<file path="src/rtl/pio_pkg.sv">
package pio_pkg;
  localparam int PIO_ADDR_W = 8;
  typedef logic [PIO_ADDR_W-1:0] pio_addr_t;

  // Base addresses; port p sits at base + p.
  localparam pio_addr_t PIO_DATA_BASE = 8'h00;
  localparam pio_addr_t PIO_DIR_BASE  = 8'h04;

  typedef enum logic [1:0] {
    PIO_HIT_NONE = 2'd0,
    PIO_HIT_DATA = 2'd1,
    PIO_HIT_DIR  = 2'd2
  } pio_hit_e;

  function automatic pio_addr_t pio_data_addr(input int port);
    return pio_addr_t'(PIO_DATA_BASE + pio_addr_t'(port));
  endfunction

  function automatic pio_addr_t pio_dir_addr(input int port);
    return pio_addr_t'(PIO_DIR_BASE + pio_addr_t'(port));
  endfunction
endpackage

</file>
<file path="src/rtl/pio_sync.sv">
module pio_sync #(
  parameter int W = 8
) (
  input  logic         clk,
  input  logic         rst_n,
  input  logic [W-1:0] async_in,
  output logic [W-1:0] sync_out
);
  logic [W-1:0] stage1_q;
  logic [W-1:0] stage2_q;

  always_ff @(posedge clk or negedge rst_n) begin
    if (!rst_n) begin
      stage1_q <= '0;
      stage2_q <= '0;
    end else begin
      stage1_q <= async_in;
      stage2_q <= stage1_q;
    end
  end

  assign sync_out = stage2_q;
endmodule

</file>
<file path="src/rtl/pio_decode.sv">
module pio_decode
  import pio_pkg::*;
#(
  parameter int NPORT = 2
) (
  input  pio_addr_t        addr,
  output logic [NPORT-1:0] hit_data,
  output logic [NPORT-1:0] hit_dir,
  output logic             mapped
);
  for (genvar p = 0; p < NPORT; p++) begin : g_dec
    assign hit_data[p] = (addr == pio_data_addr(p));
    assign hit_dir[p]  = (addr == pio_dir_addr(p));
  end

  assign mapped = (|hit_data) | (|hit_dir);
endmodule

</file>
<file path="src/rtl/pio_port.sv">
module pio_port #(
  parameter int W = 8
) (
  input  logic         clk,
  input  logic         rst_n,
  input  logic         wr_data_en,
  input  logic         wr_dir_en,
  input  logic [W-1:0] wdata,
  input  logic [W-1:0] pin_in,
  output logic [W-1:0] pin_out,
  output logic [W-1:0] pin_oe,
  output logic [W-1:0] data_view,
  output logic [W-1:0] dir_view
);
  logic [W-1:0] latch_q;
  logic [W-1:0] dir_q;
  logic [W-1:0] pin_s;

  // Per bit: a driven pin reads back its latch, an undriven one its level.
  function automatic logic [W-1:0] blend(input logic [W-1:0] latch,
                                         input logic [W-1:0] dir,
                                         input logic [W-1:0] lvl);
    return (latch & dir) | (lvl & ~dir);
  endfunction

  pio_sync #(.W(W)) u_sync (
    .clk      (clk),
    .rst_n    (rst_n),
    .async_in (pin_in),
    .sync_out (pin_s)
  );

  always_ff @(posedge clk or negedge rst_n) begin
    if (!rst_n) begin
      latch_q <= '0;
      dir_q   <= '0;
    end else begin
      if (wr_data_en) latch_q <= wdata;
      if (wr_dir_en)  dir_q   <= wdata;
    end
  end

  assign pin_out   = latch_q;
  assign pin_oe    = dir_q;
  assign data_view = blend(latch_q, dir_q, pin_s);
  assign dir_view  = dir_q;
endmodule

</file>
<file path="src/rtl/dual_pio.sv">
module dual_pio
  import pio_pkg::*;
#(
  parameter int W = 8
) (
  input  logic                  clk,
  input  logic                  rst_n,
  input  logic                  bus_sel,
  input  logic                  bus_wr,
  input  logic [PIO_ADDR_W-1:0] bus_addr,
  input  logic [W-1:0]          bus_wdata,
  output logic [W-1:0]          bus_rdata,
  input  logic [W-1:0]          pa_in,
  output logic [W-1:0]          pa_out,
  output logic [W-1:0]          pa_oe,
  input  logic [W-1:0]          pb_in,
  output logic [W-1:0]          pb_out,
  output logic [W-1:0]          pb_oe
);
  localparam int NPORT = 2;

  logic [NPORT-1:0] hit_data;
  logic [NPORT-1:0] hit_dir;
  logic             addr_mapped;
  logic             wr_fire;
  pio_hit_e         hit_kind;

  logic [W-1:0] pin_in_a   [NPORT];
  logic [W-1:0] pin_out_a  [NPORT];
  logic [W-1:0] pin_oe_a   [NPORT];
  logic [W-1:0] data_view_a[NPORT];
  logic [W-1:0] dir_view_a [NPORT];

  assign wr_fire = bus_sel & bus_wr;

  pio_decode #(.NPORT(NPORT)) u_dec (
    .addr     (bus_addr),
    .hit_data (hit_data),
    .hit_dir  (hit_dir),
    .mapped   (addr_mapped)
  );

  assign hit_kind = (|hit_data) ? PIO_HIT_DATA :
                    (|hit_dir)  ? PIO_HIT_DIR  : PIO_HIT_NONE;

  assign pin_in_a[0] = pa_in;
  assign pin_in_a[1] = pb_in;

  for (genvar p = 0; p < NPORT; p++) begin : g_port
    pio_port #(.W(W)) u_port (
      .clk        (clk),
      .rst_n      (rst_n),
      .wr_data_en (wr_fire & hit_data[p]),
      .wr_dir_en  (wr_fire & hit_dir[p]),
      .wdata      (bus_wdata),
      .pin_in     (pin_in_a[p]),
      .pin_out    (pin_out_a[p]),
      .pin_oe     (pin_oe_a[p]),
      .data_view  (data_view_a[p]),
      .dir_view   (dir_view_a[p])
    );
  end

  assign pa_out = pin_out_a[0];
  assign pa_oe  = pin_oe_a[0];
  assign pb_out = pin_out_a[1];
  assign pb_oe  = pin_oe_a[1];

  always_comb begin
    bus_rdata = '0;
    if (bus_sel) begin
      for (int p = 0; p < NPORT; p++) begin
        if (hit_kind == PIO_HIT_DATA && hit_data[p]) bus_rdata = data_view_a[p];
        if (hit_kind == PIO_HIT_DIR  && hit_dir[p])  bus_rdata = dir_view_a[p];
      end
    end
  end
endmodule

</file>
<file path="config.mk">
export PLATFORM = sky130hd
export DESIGN_NAME = dual_pio
export DESIGN_NICKNAME = d
export VERILOG_FILES = /design/src/rtl/pio_pkg.sv /design/src/rtl/pio_sync.sv /design/src/rtl/pio_decode.sv /design/src/rtl/pio_port.sv /design/src/rtl/dual_pio.sv
export SDC_FILE = /design/constraint.sdc
export NUM_CORES = 1
export LEC_CHECK = 0
export BUFFER_PORTS_ARGS = -buffer_cell sky130_fd_sc_hd__buf_2
export CAP_MARGIN = 40
export CELL_PAD_IN_SITES_DETAIL_PLACEMENT = 0
export CELL_PAD_IN_SITES_GLOBAL_PLACEMENT = 1
export CORE_MARGIN = 3
export CORE_UTILIZATION = 39
export CTS_BUF_LIST = sky130_fd_sc_hd__clkbuf_4 sky130_fd_sc_hd__clkbuf_8
export DETAILED_ROUTE_END_ITERATION = 10
export HOLD_SLACK_MARGIN = 0.08
export PLACE_DENSITY = 0.8
export SLEW_MARGIN = 40
export SYNTH_ARGS = -nofsm -noshare
export SYNTH_HDL_FRONTEND = slang
export SYNTH_SLANG_ARGS = --single-unit
</file>
<file path="constraint.sdc">
create_clock -name clk -period 1.4 [get_ports clk]
set_clock_uncertainty 0.15 [all_clocks]
set_input_delay 0.14 -clock clk [delete_from_list [all_inputs] [get_ports clk]]
set_output_delay 0.14 -clock clk [all_outputs]
set_load 0.02 [all_outputs]
</file>
# Word-level counts from Yosys, hierarchy flattened
# Index checks and enable logic that the tools add are counted.
# word_totals
ff_bits	64
in_bits	36
output_inout_bits	40
word_cells	40
# classes
eq_ne	5
mux	7
bitwise_logic	13
n_reduce_logical	7
# ops
op	n
$mux W8	5
$and A8 B8 Y8	4
$eq A8 B3 Y1 const B	2
$not A8 Y8	2
$or A8 B8 Y8	2
$eq A8 B1 Y1 const B	1
$logic_not A8 Y1	1
$and A1 B1 Y1	5
$logic_and A1 B1 Y1	4
$mux W2	2
$reduce_or A2 Y1	2
$eq A2 B1 Y1 const B	1
$eq A2 B2 Y1 const B	1

# Longest topological paths before layout
# Gate-level depths: netlist of run 1.
# depth
ltp_word	11
mapped_depth	5
depth_no_buf	3

# Cells and area by module
# A second synthesis of run 1 with hierarchy kept.
# hier_totals
cells_unflattened	178
area_unflattened_um2	2810.2
# modules_own_cells
mod	instances	cells_per_inst	area_per_inst_um2	seq_area_each_um2
pio_port	2	50	813.3	400.4
pio_sync	2	16	400.4	400.4
dual_pio	1	37	312.8	0.0
pio_decode	1	9	70.1	0.0

# Worst setup path before layout of run 1
# No wires, ideal clock.
# synth_path
path_kind	input port to output port
from	input port bus_addr[7]
to	output port bus_rdata[5]
arrival_time_ns	1.432
required_ns	1.110
slack_ns	-0.322
path_stages	4
n_path_buf	1
path_cell_list	nor4b_4 buf_4 o211ai_1 a2bb2oi_1
# synth_via
elab_chain_len	11
elab_cells_between_ends	19
cone_classes	5 x eq/ne; 7 x mux; 7 x reduce/logical
# synth_rtl
item	line	source
from (decl)	dual_pio.sv:10	input logic [PIO_ADDR_W-1:0] bus_addr,
$eq A8 B3 Y1	pio_decode.sv:13	assign hit_dir[p] = (addr == pio_dir_addr(p));
$reduce_or A2 Y1	--	
$mux W2	dual_pio.sv:44	(|hit_dir) ? PIO_HIT_DIR : PIO_HIT_NONE;
$mux W2	dual_pio.sv:43	assign hit_kind = (|hit_data) ? PIO_HIT_DATA :
$eq A2 B1 Y1	dual_pio.sv:73	if (hit_kind == PIO_HIT_DATA && hit_data[p]) bus_rdata = data_view_a[p];
$logic_and A1 B1 Y1	dual_pio.sv:73	
$mux W8	dual_pio.sv:73	
$mux W8	dual_pio.sv:74	if (hit_kind == PIO_HIT_DIR && hit_dir[p]) bus_rdata = dir_view_a[p];
$mux W8	dual_pio.sv:73	
$mux W8 (*)	dual_pio.sv:74	
$mux W8 (*)	dual_pio.sv:71	if (bus_sel) begin
to (decl)	dual_pio.sv:12	output logic [W-1:0] bus_rdata,
# Mark *: on every way between the ends. The rest lies on a longest branch, timed or not.

# Worst setup path after layout of run 1
# layout_path
from	register g_port[1].u_port.dir_q[7]
to	output port bus_rdata[7]
# layout_via
elab_chain_len	6
elab_cells_between_ends	7
cone_classes	3 x mux; 4 x bitwise
# layout_rtl
item	line	source
from (decl)	pio_port.sv:16	logic [W-1:0] dir_q;
from (signal assigned)	pio_port.sv:39	if (wr_dir_en) dir_q <= wdata;
$not A8 Y8	pio_port.sv:23	return (latch & dir) | (lvl & ~dir);
$and A8 B8 Y8	pio_port.sv:23	
$or A8 B8 Y8	pio_port.sv:23	
$mux W8	dual_pio.sv:73	
$mux W8 (*)	dual_pio.sv:74	
$mux W8 (*)	dual_pio.sv:71	
# Marks and branches as above.

==> results.md, run 1 <==
- The run finished, with violations left.
- The final reports fail on negative setup slack.
- The net count after synthesis is 197.
- The slack of the critical path is -0.376 ns.
- The routed length per placed instance is 17.4 um.
- The top achievable clock speed is 0.563 GHz.
- The number of nets with antenna violations after routing is 0.
- The area inside the core boundary is 0.00613 mm2.
- The floorplan has 28 rows.
- The critical path's largest stage delay is 0.40 ns.
- The final total power is 4.39 mW.
- The mean cell area of the mapped netlist is 15.9 um2.
- For this run, the leading register cell type out of synthesis is sky130_fd_sc_hd__dfrtp_1.
- The area growth from synthesis to layout is 55.7%.
- At the end of routability-driven placement, the weighted congestion stood at 0.752.
- The kind of cell with the highest combined delay along the critical path is flip-flops.
- For this run, the register share of the synthesized area comes to 0.627.
- The via density per instance is 5.07.
- The H-tree was split into 3 levels.
- In the final layout, the multi-input gates occupy 0.00105 mm2.
- Setup repair after global routing could not meet its margin everywhere.
- In this run the power spent charging and discharging nets is 0.931 mW.
- Across the VDD grid, the largest voltage drop is 0.892 mV.
- After clock tree synthesis, the clock-pin slew on the worst setup and hold paths is 0.07 ns.
- The max capacitance violation total is 0.
- Excluding fillers, the count of instances in the completed layout stands at 376.
- The worst setup path is launched from a register.
- The combinational fraction of design power is 0.089.
- The pin count of the biggest net entering global routing is 65.
- The tree is rooted in a sky130_fd_sc_hd__clkbuf_8.
- Prior to clock tree synthesis, the placed netlist has a worst setup slack of -0.296 ns.
- The sort of element at the end of the critical path is an output pin.
- The number of flops mapped to enable cells by yosys is 0.
- The share of final-layout standard cells stronger than drive strength 1 is 0.591.
- The post-synthesis cell area is 0.00255 mm2.
- The maximum fanout encountered on the critical timing path is 2.
- The relative slew slack is 0.774.
- The initial antenna violation count is 0.
- The post-synthesis cell type count is 18.
- The sequential share of power is 0.445.
- Before antenna repair, the detailed router went through 6 iterations.
- The number of hold-slack violations in the final timing report was 0.
- The switching share of power is 0.212.
- The path class of the tightest hold or removal check is in -> reg.
- The die extent in x is 86.9 um.
- The setup-violating endpoint count in the final report is 8.
- Registers take 0.00160 mm2.
- The total length of routed wires is 6.52 mm.
- The number of global-route vias before repair was 2003.
- At the worst endpoint, the arrival time is 1.49 ns.
- TritonCTS built the clock tree.
- Counting both buffers and inverters, the worst setup path holds a total of 1.
- The flip-flop and latch count after synthesis is 64.
- The top cell types in the final layout, fill and taps aside, are 67 x sky130_fd_sc_hd__buf_2, 64 x sky130_fd_sc_hd__dfrtp_1, 26 x sky130_fd_sc_hd__buf_4.
- The DRC violation count after routing is 0.
- The cell type with the highest aggregate area in the netlist is sky130_fd_sc_hd__dfrtp_1.
- For this run, the total global-route usage over all layers was measured as 0.187.
- The remaining global-route overflow is 0.
- The critical path is of the reg -> out type.
- The utilization after layout is 0.648.
- The number of fill cells is 470.
- The final count of pins violating max slew is 0.
- The worst hold slack is 0.181 ns.
- The fraction of synthesis flops using an asynchronous set or reset pin is 1.00.
- The detailed router placed 1908 vias in this run.
- The HPWL after detailed placement is 4.34 mm.
- Input and output buffers added on the ports amount to 75.
- The worst-skew pair later-pin latency is 0.34 ns.
- After synthesis, the cell types taking the most area are sky130_fd_sc_hd__dfrtp_1 63%, sky130_fd_sc_hd__mux2_2 18%, sky130_fd_sc_hd__o211ai_1 4.7%.
- The critical path data required time is 1.11 ns.
- The TritonCTS buffer count is 9.
- The internal portion of the total power is 3.46 mW.
- In the synthesized netlist, the number of instances is 161.
- Summed over all cells, the static leakage comes to 1.99 nW.
- The starting density of the core is 0.417.
- The leading cell type in the layout, fill and taps excluded is sky130_fd_sc_hd__buf_2.
- The die covers 0.00756 mm2.
- In the final design database the tool counted 332 nets.
- The final period demand of the worst path is 1.78 ns.
- Yosys printed 0 warnings.
- Pin placement for this block handled 76 I/O pins.
- Counting every sink on the clock net gives 64.
- The number of placed cells counting well taps is 333.
- 0 antenna diodes ended up in the layout.
- The first global-routing pass estimated 10.5 mm of wire.
- The post-route fraction of the period consumed by the critical path is 1.27.
- The transition at the pin with the smallest max-transition slack is 0.338 ns.
- The die boundary height is 86.9 um.
- The power per standard cell area is 1100 mW/mm2.
- The clock passes through at most 2 buffers.
- The slowest stage of the critical path is the sky130_fd_sc_hd__dfrtp_1 cell.
- The detailed router's first-iteration violation count is 52.
- Traced cell by cell, the critical path runs through mux2_4 > o211ai_1 > a2bb2oi_2 > buf_6.
- The area fraction of the dominant cell type after synthesis is 0.627.
- The clock network fraction of total power is 0.466.
-- cell usage after synthesis, types with 2 or more instances --
cell / instances
sky130_fd_sc_hd__dfrtp_1: 64
sky130_fd_sc_hd__mux2_2: 40
sky130_fd_sc_hd__o211ai_1: 16
sky130_fd_sc_hd__a2bb2oi_1: 8
sky130_fd_sc_hd__nor3b_1: 8
sky130_fd_sc_hd__o21a_1: 8
sky130_fd_sc_hd__buf_4: 4
sky130_fd_sc_hd__clkbuf_1: 2
sky130_fd_sc_hd__nor4b_4: 2
-- layer usage --
layer / global-route usage / vias to the layer above / wire length (um)
met5: 0 / - / 0
met1: 0.244 / 954 / 2920
met4: 0.0467 / 0 / 44
met3: 0.0747 / 6 / 452
met2: 0.291 / 73 / 3110
li1: - / 875 / -
-- worst reg2reg max path, cell delays in order (launching register included) --
cell	delay (ns)
sky130_fd_sc_hd__dfrtp_1	0.41
sky130_fd_sc_hd__buf_4	0.15
sky130_fd_sc_hd__mux2_2	0.26
-- through the flow --
step | area (um2) | setup TNS (ns)
2_1_floorplan | 2670 | -4.89
3_3_place_gp | 3360 | -8.34
3_5_place_dp | 3360 | -8.95
4_1_cts | 3920 | -3.03
5_1_grt | 3980 | -3.39
6_report | 3980 | -2.84
-- logic make-up (layout without fill, tap and decap cells) --
| logic type | count (synthesis) | count (layout) | synth area share |
|---|---|---|---|
| flip-flops | 64 | 64 | 0.627 |
| multiplexers | 40 | 40 | 0.176 |
| AO/OA/AOI/OAI | 32 | 32 | 0.0980 |
| AND/OR/NAND/NOR | 18 | 18 | 0.0818 |
| buffers and inverters | 7 | 147 | 0.0167 |
-- state kept, by name (all words and copies together) (netlist names) --
name and cells:
g_port.u_port.dir_view 16, g_port.u_port.pin_out 16, g_port.u_port.u_sync.stage1_q 16, g_port.u_port.u_sync.sync_out 16
-- what timing repair did --
action,CTS,global route
hold buffers,25,0
hold endpoints to repair,112,0
buffers inserted,1,3
pin swaps,10,10
resized for setup,14,13
setup endpoints to repair,8,9
-- final timing paths --
path | startpoint | endpoint | slack (ns) | depth (start not counted)
hold / removal | bus_wr | g_port[1].u_port.dir_view[6] | 0.18 | 3
setup reg to reg | g_port[1].u_port.dir_view[2] | g_port[1].u_port.dir_view[2] | 0.32 | 2
min in group asynchronous | rst_n | g_port[1].u_port.u_sync.sync_out[0] | 0.19 | 3
hold reg to reg | g_port[0].u_port.u_sync.stage1_q[5] | g_port[0].u_port.u_sync.sync_out[5] | 0.20 | 0
setup / recovery | g_port[1].u_port.dir_view[7] | bus_rdata[7] | -0.38 | 4
max in group asynchronous | rst_n | g_port[0].u_port.u_sync.stage1_q[1] | 0.63 | 3
-- area by class of cell --
type | instances | share of cell area
clock buffers | 12 | 0.0415
multi-input cells | 90 | 0.265
well taps | 75 | 0.0236
repair buffers | 131 | 0.242
clock inverters | 4 | 0.0249
flip-flops and latches | 64 | 0.403
-- power groups by stage --
stage | registers [mW] | logic [mW] | clock network, mW
2_1_floorplan | 2.01 | 0.0968 | 0
3_5_place_dp | 1.99 | 0.328 | 0
4_1_cts | 1.95 | 0.387 | 2.08
3_3_place_gp | 1.98 | 0.324 | 0
5_1_grt | 1.96 | 0.427 | 2.17
6_report | 1.95 | 0.392 | 2.05
Power figures use the tool's default switching activity.
==> run 2: changes to the inputs <==
Settings changed: CORE_UTILIZATION 39 to 37, CTS_BUF_LIST sky130_fd_sc_hd__clkbuf_4 sky130_fd_sc_hd__clkbuf_8 to not set, PLACE_DENSITY 0.8 to 0.77.
==> results.md, run 2 (synthesized netlist as in run 1, its figures left out) <==
- The total number of clock tree sinks is 64 (unchanged).
- The area growth from synthesis to layout is 54.4% (was 55.7%).
- The number of global-route vias before repair is 2030 (was 2003).
- The max capacitance violation total is 0 (unchanged).
- The number of iterations in the first detailed-routing pass is 4 (was 6).
- Violations in the final reports: negative setup slack (unchanged).
- The root buffer cell is sky130_fd_sc_hd__clkbuf_8 (unchanged).
- The final period demand of the worst path is 1.78 ns (about the same).
- The gate family responsible for the most delay along the worst path was flip-flops (unchanged).
- The DRC violation count after routing came to 0 (unchanged).
- The number of placed cells counting well taps is 340 (was 333).
- The via density per instance came to 5.07 (about the same).
- The top achievable clock speed is 0.563 GHz (about the same).
- The peak ir drop on the vdd network was 0.767 mV (was 0.892 mV).
- The setup-violating endpoint count in the final report is 8 (unchanged).
- The critical path's largest stage delay is 0.40 ns (about the same).
- The clock network fraction of total power is 0.406 (was 0.466).
- The I/O pin count is 76 (unchanged).
- The worst hold slack is 0.189 ns (was 0.181 ns).
- The area inside the core boundary came to 0.00653 mm2 (was 0.00613 mm2).
- The total length of routed wires is 6.54 mm (was 6.52 mm).
- The number of buffer cells added on primary ports is 75 (unchanged).
- The relative slew slack came to 0.775 (was 0.774).
- The number of nets with antenna violations after routing came to 0 (unchanged).
- The overall via count from detail_route is 1935 (was 1908).
- The final count of pins violating max slew is 0 (unchanged).
- The worst-skew pair later-pin latency is 0.33 ns (was 0.34 ns).
- The combinational fraction of design power is 0.100 (was 0.089).
- The HPWL after detailed placement is 4.48 mm (was 4.34 mm).
- The wire length on met2 came to 3.26 mm (was 3.11 mm).
- The routability-driven placement congestion ratio came to 0.783 (was 0.752).
- Run status: complete, but fails checks (unchanged).
- The detailed router's first-iteration violation count is 78 (was 52).
- The number of placement rows is 29 (was 28).
- The internal power component came to 3.09 mW (was 3.46 mW).
- The wire length on met1 came to 2.74 mm (was 2.92 mm).
- The number of diodes added for antenna fixing is 0 (unchanged).
- The sort of element at the end of the critical path is an output pin (unchanged).
- The die boundary height came to 89.1 um (was 86.9 um).
- The slack of the critical path came to -0.377 ns (was -0.376 ns).
- The sequential share of power came to 0.494 (was 0.445).
- The initial antenna violation count came to 0 (unchanged).
- The number of hold-slack violations in the final timing report came to 0 (unchanged).
- The element type at the critical path start is a register (unchanged).
- The signal arrival time at the worst endpoint is 1.49 ns (about the same).
- The leading cell type in the layout, fill and taps excluded is sky130_fd_sc_hd__buf_2 (unchanged).
- The die extent in x came to 89.1 um (was 86.9 um).
- The pin count of the biggest net entering global routing was 65 (unchanged).
- The routed length per placed instance is 17.1 um (was 17.4 um).
- The clock input transition at the sequential cells of the worst setup and hold paths is 0.06 ns (was 0.07 ns).
- The share of final-layout standard cells stronger than drive strength 1 came to 0.587 (was 0.591).
- The maximum fanout encountered on the critical timing path is 2 (unchanged).
- The deepest clock path buffer count is 2 (unchanged).
- The power dissipated by switching net loads is 0.863 mW (was 0.931 mW).
- The transition at the pin with the smallest max-transition slack is 0.337 ns (was 0.338 ns).
- The path type of the worst min-delay path is in -> async (was in -> reg).
- The critical path buffer and inverter count was 1 (unchanged).
- The power per standard cell area is 1000 mW/mm2 (was 1100 mW/mm2).
- Ordered list of cells on the worst path: mux2_4 > o211ai_1 > a2bb2oi_2 > buf_6 (unchanged).
- The static leakage power is 1.97 nW (was 1.99 nW).
- The routed wire length on met3 is 399 um (was 452 um).
- The path type of the worst setup path is reg -> out (unchanged).
- The post-route fraction of the period consumed by the critical path is 1.27 (about the same).
- The starting density of the core is 0.391 (was 0.417).
- The critical path data required time is 1.11 ns (about the same).
- The floorplan die area is 0.00793 mm2 (was 0.00756 mm2).
- The number of fill cells is 518 (was 470).
- The TritonCTS buffer count is 9 (unchanged).
- The switching share of power came to 0.218 (was 0.212).
- RSZ-0062 raised after global routing: yes (unchanged).
- The clock tree from TritonCTS is yes (unchanged).
- The top routing layer in use is met4 (unchanged).
- The utilization after layout was 0.604 (was 0.648).
- The filler-free cell count of the finished design was 382 (was 376).
- The slowest cell on the critical path is sky130_fd_sc_hd__dfrtp_1 (unchanged).
- The pre-CTS setup slack was -0.272 ns (was -0.296 ns).
- The first-pass GRT wire length is 10.3 mm (was 10.5 mm).
- Commonest cells after routing, fill and taps aside: 65 x sky130_fd_sc_hd__buf_2, 64 x sky130_fd_sc_hd__dfrtp_1, 31 x sky130_fd_sc_hd__buf_4 (was 67 x sky130_fd_sc_hd__buf_2, 64 x sky130_fd_sc_hd__dfrtp_1, 26 x sky130_fd_sc_hd__buf_4).
- The number of nets at the end of the flow is 337 (was 332).
- The deepest level of the CTS H-tree came to 3 (unchanged).
- The global routing usage summed across all routing layers was 0.179 (was 0.187).
- The remaining global-route overflow is 0 (unchanged).
==> run 2: cell types whose count changed in the layout (fill, tap and decap cells not counted), moves of 2 or more <==
cell	previous run	this run
sky130_fd_sc_hd__buf_4	26	31
sky130_fd_sc_hd__buf_6	9	12
sky130_fd_sc_hd__buf_2	67	65
sky130_fd_sc_hd__bufinv_16	3	1
sky130_fd_sc_hd__mux2_2	19	21
sky130_fd_sc_hd__mux2_4	21	19
sky130_fd_sc_hd__nor3b_1	6	8
sky130_fd_sc_hd__nor3b_2	2	0
==> run 2: cell type report <==
type,instances,area [um2],area share
Clock buffer,13,169,0.0428
Timing Repair Buffer,136,1000,0.254
Multi-Input combinational cell,90,1040,0.263
Sequential cell,64,1600,0.406
Clock inverter,2,37.5,0.00952
Tap cell,77,96.3,0.0244
==> run 2: what timing repair did <==
| action | in CTS | in global routing |
|---|---|---|
| endpoints found under the hold margin | 112 | 0 |
| hold buffers | 25 | 0 |
| setup endpoints to repair | 8 | 8 |
| resized for setup | 13 | 14 |
| pin swaps | 10 | 12 |
| buffers inserted | 0 | 2 |
==> run 2: power by group through the flow <==
stage	Sequential, mW	Combinational [mW]	Clock, mW
finish	1.95	0.395	1.60
global route	1.96	0.427	1.75
CTS	1.95	0.388	1.65
detailed placement	1.99	0.331	0
global placement	1.99	0.327	0
floorplan	2.01	0.0968	0
==> run 2: layer usage <==
layer / global-route usage / vias to the layer above
li1: - / 887
met1: 0.214 / 967
met2: 0.293 / 68
met3: 0.0654 / 13
met4: 0.0771 / 0
met5: 0 / -
==> run 2: per-stage QoR <==
step / instance area [um2] / power [mW] / setup TNS (ns)
2_1_floorplan: 2670 / 2.11 / -4.89
3_3_place_gp: 3380 / 2.31 / -7.85
4_1_cts: 3880 / 4.00 / -3.03
6_report: 3940 / 3.95 / -2.78
5_1_grt: 3940 / 4.13 / -3.45
3_5_place_dp: 3380 / 2.32 / -9.11
==> run 2: worst reg2reg max path: stages, from the launching register on <==
cell	delay, ns
sky130_fd_sc_hd__dfrtp_1	0.38
sky130_fd_sc_hd__buf_4	0.14
sky130_fd_sc_hd__buf_6	0.11
sky130_fd_sc_hd__mux2_2	0.25
==> run 2: worst paths after layout <==
check                                                          from                             endpoint  slack, ns  cells past startpoint
worst max-delay path                   g_port[1].u_port.dir_view[2]                         bus_rdata[2]      -0.38                      4
worst min-delay path                                          rst_n  g_port[1].u_port.u_sync.sync_out[6]       0.19                      3
worst max register to register         g_port[1].u_port.dir_view[0]         g_port[1].u_port.dir_view[0]       0.25                      3
worst min register to register  g_port[0].u_port.u_sync.stage1_q[4]  g_port[0].u_port.u_sync.sync_out[4]       0.20                      0
max in group asynchronous                                     rst_n          g_port[0].u_port.pin_out[1]       0.63                      3
min in group clk                g_port[0].u_port.u_sync.stage1_q[4]  g_port[0].u_port.u_sync.sync_out[4]       0.20                      0
